**config.mk**
```make
export PLATFORM = sky130hd
export DESIGN_NAME = sup_reset_ctrl
export DESIGN_NICKNAME = d
export VERILOG_FILES = /design/src/rtl/sup_reset_pkg.sv /design/src/rtl/sr_edge_sync.sv /design/src/rtl/sr_hold_timer.sv /design/src/rtl/sr_watchdog.sv /design/src/rtl/sup_reset_ctrl.sv
export SDC_FILE = /design/constraint.sdc
export NUM_CORES = 1
export LEC_CHECK = 0
export ABC_CLOCK_PERIOD_IN_PS = 3500
export CAP_MARGIN = 15
export CELL_PAD_IN_SITES_DETAIL_PLACEMENT = 2
export CELL_PAD_IN_SITES_GLOBAL_PLACEMENT = 2
export CORE_MARGIN = 2
export CORE_UTILIZATION = 39
export DETAILED_ROUTE_END_ITERATION = 8
export GPL_TIMING_DRIVEN = 0
export PLACE_DENSITY_LB_ADDON = 0.1
export SETUP_SLACK_MARGIN = 0.4
export SLEW_MARGIN = 30
export SYNTH_ARGS = -nofsm -noshare
export SYNTH_HDL_FRONTEND = slang
export SYNTH_SLANG_ARGS = --single-unit
```
**constraint.sdc**
```tcl
create_clock -name clk -period 3.5 [get_ports clk]
set_clock_uncertainty 0.15 [all_clocks]
set_input_delay 0.525 -clock clk [delete_from_list [all_inputs] [get_ports clk]]
set_output_delay 0.525 -clock clk [all_outputs]
set_load 0.01 [all_outputs]
```
**src/rtl/sup_reset_pkg.sv**
```systemverilog
package sup_reset_pkg;
    typedef enum logic [1:0] {
        CAUSE_NONE   = 2'b00,
        CAUSE_SUPPLY = 2'b01,
        CAUSE_WDOG   = 2'b10
    } cause_t;

    localparam logic [1:0] PERIOD_LONG  = 2'b00;
    localparam logic [1:0] PERIOD_MID   = 2'b01;
    localparam logic [1:0] PERIOD_SHORT = 2'b10;
    localparam logic [1:0] PERIOD_OFF   = 2'b11;
endpackage

```
**src/rtl/sr_edge_sync.sv**
```systemverilog
module sr_edge_sync #(
    parameter int STAGES = 2
) (
    input  logic clk,
    input  logic rst_n,
    input  logic pin_i,
    output logic fall_o
);
    logic [STAGES-1:0] sync_d, sync_q;
    logic              prev_d, prev_q;

    always_comb begin
        sync_d = {sync_q[STAGES-2:0], pin_i};
        prev_d = sync_q[STAGES-1];
    end

    always_ff @(posedge clk or negedge rst_n) begin
        if (!rst_n) begin
            sync_q <= '0;
            prev_q <= 1'b0;
        end else begin
            sync_q <= sync_d;
            prev_q <= prev_d;
        end
    end

    assign fall_o = prev_q & ~sync_q[STAGES-1];
endmodule

```
**src/rtl/sr_hold_timer.sv**
```systemverilog
module sr_hold_timer #(
    parameter int HOLD_TICKS = 200
) (
    input  logic clk,
    input  logic rst_n,
    input  logic clear_i,
    input  logic run_i,
    input  logic tick_i,
    output logic done_o
);
    localparam int W = $clog2(HOLD_TICKS + 1);
    localparam logic [W-1:0] LAST = W'(HOLD_TICKS - 1);

    logic [W-1:0] cnt_d, cnt_q;

    always_comb begin
        done_o = run_i && !clear_i && tick_i && (cnt_q == LAST);
        cnt_d  = cnt_q;
        if (clear_i || !run_i)
            cnt_d = '0;
        else if (tick_i)
            cnt_d = done_o ? '0 : cnt_q + 1'b1;
    end

    always_ff @(posedge clk or negedge rst_n) begin
        if (!rst_n) cnt_q <= '0;
        else        cnt_q <= cnt_d;
    end
endmodule

```
**src/rtl/sr_watchdog.sv**
```systemverilog
module sr_watchdog
    import sup_reset_pkg::*;
#(
    parameter int WD_LONG  = 1400,
    parameter int WD_MID   = 600,
    parameter int WD_SHORT = 200
) (
    input  logic       clk,
    input  logic       rst_n,
    input  logic       enable_i,
    input  logic       kick_i,
    input  logic       tick_i,
    input  logic [1:0] period_i,
    output logic       expire_o
);
    localparam int MAX_A = (WD_LONG > WD_MID) ? WD_LONG : WD_MID;
    localparam int MAX_L = (MAX_A > WD_SHORT) ? MAX_A : WD_SHORT;
    localparam int W     = $clog2(MAX_L + 1);

    logic [W-1:0] cnt_d, cnt_q;
    logic [W-1:0] last;
    logic         active;

    always_comb begin
        case (period_i)
            PERIOD_MID:   last = W'(WD_MID - 1);
            PERIOD_SHORT: last = W'(WD_SHORT - 1);
            default:      last = W'(WD_LONG - 1);
        endcase
        active   = enable_i && (period_i != PERIOD_OFF);
        expire_o = active && !kick_i && tick_i && (cnt_q >= last);
        cnt_d    = cnt_q;
        if (!active || kick_i)
            cnt_d = '0;
        else if (tick_i)
            cnt_d = expire_o ? '0 : cnt_q + 1'b1;
    end

    always_ff @(posedge clk or negedge rst_n) begin
        if (!rst_n) cnt_q <= '0;
        else        cnt_q <= cnt_d;
    end
endmodule

```
**src/rtl/sup_reset_ctrl.sv**
```systemverilog
module sup_reset_ctrl
    import sup_reset_pkg::*;
#(
    parameter int HOLD_TICKS = 200,
    parameter int WD_LONG    = 1400,
    parameter int WD_MID     = 600,
    parameter int WD_SHORT   = 200
) (
    input  logic       clk,
    input  logic       rst_n,
    input  logic       vdd_ok,
    input  logic       wdi,
    input  logic       tick,
    input  logic [1:0] wd_period,
    output logic       rst_out,
    output logic       rst_out_n,
    output logic [1:0] cause
);
    typedef struct packed {
        logic   in_reset;
        cause_t cause;
    } state_t;

    state_t st_d, st_q;
    logic   kick, hold_done, wd_expire;

    sr_edge_sync #(.STAGES(2)) i_sync (
        .clk(clk), .rst_n(rst_n), .pin_i(wdi), .fall_o(kick)
    );

    sr_hold_timer #(.HOLD_TICKS(HOLD_TICKS)) i_hold (
        .clk(clk), .rst_n(rst_n), .clear_i(!vdd_ok), .run_i(st_q.in_reset),
        .tick_i(tick), .done_o(hold_done)
    );

    sr_watchdog #(.WD_LONG(WD_LONG), .WD_MID(WD_MID), .WD_SHORT(WD_SHORT)) i_wd (
        .clk(clk), .rst_n(rst_n), .enable_i(vdd_ok && !st_q.in_reset),
        .kick_i(kick), .tick_i(tick), .period_i(wd_period), .expire_o(wd_expire)
    );

    always_comb begin
        st_d = st_q;
        if (!vdd_ok) begin
            st_d.in_reset = 1'b1;
            st_d.cause    = CAUSE_SUPPLY;
        end else if (hold_done) begin
            st_d.in_reset = 1'b0;
            st_d.cause    = CAUSE_NONE;
        end else if (wd_expire) begin
            st_d.in_reset = 1'b1;
            st_d.cause    = CAUSE_WDOG;
        end
    end

    always_ff @(posedge clk or negedge rst_n) begin
        if (!rst_n) begin
            st_q.in_reset <= 1'b1;
            st_q.cause    <= CAUSE_SUPPLY;
        end else begin
            st_q <= st_d;
        end
    end

    assign rst_out   = st_q.in_reset;
    assign rst_out_n = ~st_q.in_reset;
    assign cause     = st_q.cause;
endmodule

```
==> qor.yml <==
cts.sink_count: 25
synth_edf_count: 0
synthTopCellsByArea: "dfrtp_1, ha_1, a31oi_1, nand3_1, and3_1"
reg2reg_to: "i_wd.cnt_q[2]$_DFFE_PN0P_"
rsz0062_at_grt: "no"
post-place-ws_ps: 335
yosys_warnings: 0
cellLeakagePower_nw: 0.795
crit_path_max_fanout: 10
slew_headroom_pct: 54.4
cts_root_buf: "clkbuf_8"
ir_worst_vdd_mv: 0.182
cap_violations: 0
vias: 1281
drt-initial-drc-count: 35
combPwrFrac_pct: 7.4
final_antenna_net_count: 0
power_frac_seq_pct: 57.7
die_h_um: 65.9
grt_usage_pct: 20.2
syn-num-nets: 178
crit_path_start: "wd_period[0]"
fmax_mhz: 352
port_buffers: 9
post-route-util_pct: 46.2
layout.cells.non_filler: 220
p_clk_share_pct: 34.8
p_int_mw: 0.387
switching_share_pct: 24.3
hold_class: "in -> async"
path_clk_slew_ps: 90
synth_flop_cell: "dfrtp_1"
drt-vias-per-instance: 5.82
setup_viol: 0
cts_tree: "built"
drcViolationCount: 0
cts_resized: 0
wl_um: 3950
worstPathRequired_ps: 3550
synth_cell_types: 38
synthCells: 159
endpoint_kind: "register"
die_area_sq_um: 4340
tightestPinTransition_ps: 679
status: "complete, no violations"
clock_latency_ps: 280
dp_hpwl_um: 2990
htree_levels: 1
fin_nets: 192
seq_area_frac_synth_pct: 42.0
synth.most_common_cell: "dfrtp_1"
netlist_top_cells_count: "dfrtp_1, nand3_1, nand2_1"
syn_to_final_growth_pct: 13.2
synth.avg_cell_area_sq_um: 9.40
async_flop_share_pct: 100
synth_top_area_share_pct: 38.5
reg2reg_depth: 7
diodes: 0
grt_pass1_vias: 1395
ctsHoldBuffers: 0
place_area_sq_um: 1650
critPathCapture: "i_wd.cnt_q[2]$_DFFE_PN0P_"
grt_max_degree: 26
grt_antenna_before_repair: 0
start_util_pct: 40.8
synth_seq_cells: 25
row_count: 22
fillCellCount: 412
finalPower_mw: 0.511
arrival_ps: 2890
layout_setup_ws_ps: 661
grt_pass1_wl_um: 6670
r2r-start: "i_wd.cnt_q[9]$_DFFE_PN0P_"
power_density_nw_per_um2: 302
critical_path_class: "in -> reg"
core_area_sq_um: 3660
fin_crit_sh_pct: 81.1
final_max_slew_viol_count: 0
routedWlPerCell_um: 18.0
cts_buffer_depth: 2
drive_gt1_share_pct: 11.0
p_switching_mw: 0.124
gp_routability_congestion: 0.793
dp.cells: 216
hold_violations: 0
grt_overflow_total: 0
design_area_sq_um: 1690
period_minus_slack_ps: 2840
rrSetupSlack_ps: 1260
die_width_um: 65.9
io_pins: 11
numCtsBuffers: 3
holdWs_ps: 89.8
synth_area_sq_um: 1490
fin_setup_tns_ps: 0
yosysTopAreaCell: "dfrtp_1"
firstDrtPassIters: 4
post-cts-setup-buffers: 0
critPathLaunchType: "input pin"
[cell families after synthesis]
family          synth area share (%)
xor+xnor                        2.34
fa+ha+maj                       10.0
compound gates                  16.1
flops                           42.0
buf+inv                         4.77
simple gates                    24.0
mux                            0.670
[registers in the layout (all words and copies together), names as in the netlist]
name and flops:
i_wd.cnt_q 11, i_sync.sync_q 2, rst_out 1, i_sync.prev_q 1, i_hold.cnt_q 8, cause 2
[per-layer routing]
layer	vias to the layer above	wire [um]	global-route usage, %
met2	21	2060	35.2
met1	646	1710	25.8
met3	6	116	2.04
met4	0	63	7.03
li1	608	-	-
met5	-	0	0
[layout by cell type (no fill, tap or decap), types with 2 or more instances in the layout]
cell	count
ha_1	12
xor2_1	4
o21ai_0	12
nor2b_1	3
a21oi_1	6
and3_2	2
and3_1	10
dfstp_2	2
clkbuf_1	2
a31oi_1	12
clkbuf_8	3
clkdlybuf4s50_1	8
nand3_1	15
nand2_1	13
dfrtp_1	23
inv_1	9
nand4_1	2
nor2_1	9
buf_6	2
[power by group through the flow]
| stage | registers, mW | clock network (mW) | logic [mW] |
|---|---|---|---|
| after floorplan | 0.300 | 0 | 0.0186 |
| after global placement | 0.300 | 0 | 0.0356 |
| after detailed placement | 0.301 | 0 | 0.0389 |
| after CTS | 0.295 | 0.189 | 0.0395 |
| after global routing | 0.296 | 0.193 | 0.0433 |
| final | 0.295 | 0.178 | 0.0379 |
[worst min-delay path by stage]
stage | startpoint | slack [ps] | endpoint
after floorplan | rst_n | 80 | cause[1]$_DFFE_PN0P_
after global placement | i_sync.sync_q[0]$_DFF_PN0_ | 190 | i_sync.sync_q[1]$_DFF_PN0_
after detailed placement | i_sync.sync_q[0]$_DFF_PN0_ | 200 | i_sync.sync_q[1]$_DFF_PN0_
after CTS | rst_n | 100 | i_wd.cnt_q[0]$_DFFE_PN0P_
after global routing | rst_n | 120 | i_wd.cnt_q[0]$_DFFE_PN0P_
final | rst_n | 90 | i_wd.cnt_q[0]$_DFFE_PN0P_
[worst max-delay path, stage by stage]
cell	delay, ps
clkdlybuf4s50_1	510
inv_1	70
ha_1	290
inv_1	100
ha_1	250
nand3_1	80
a21boi_0	170
nor3_4	380
buf_6	200
nand3b_1	100
a31oi_1	200
[layout make-up]
class / instances / area (sq um) / share of cell area [%]
Buffer: 5 / 37.5 / 2.22
Clock buffer: 3 / 41.3 / 2.44
Inverter: 9 / 33.8 / 2.00
Multi-Input combinational cell: 120 / 801 / 47.3
Timing Repair Buffer: 9 / 85.1 / 5.03
Tap cell: 48 / 60.1 / 3.55
Sequential cell: 25 / 628 / 37.1
Clock inverter: 1 / 5.00 / 0.296
Note: power is estimated with default switching activity, not from simulation.
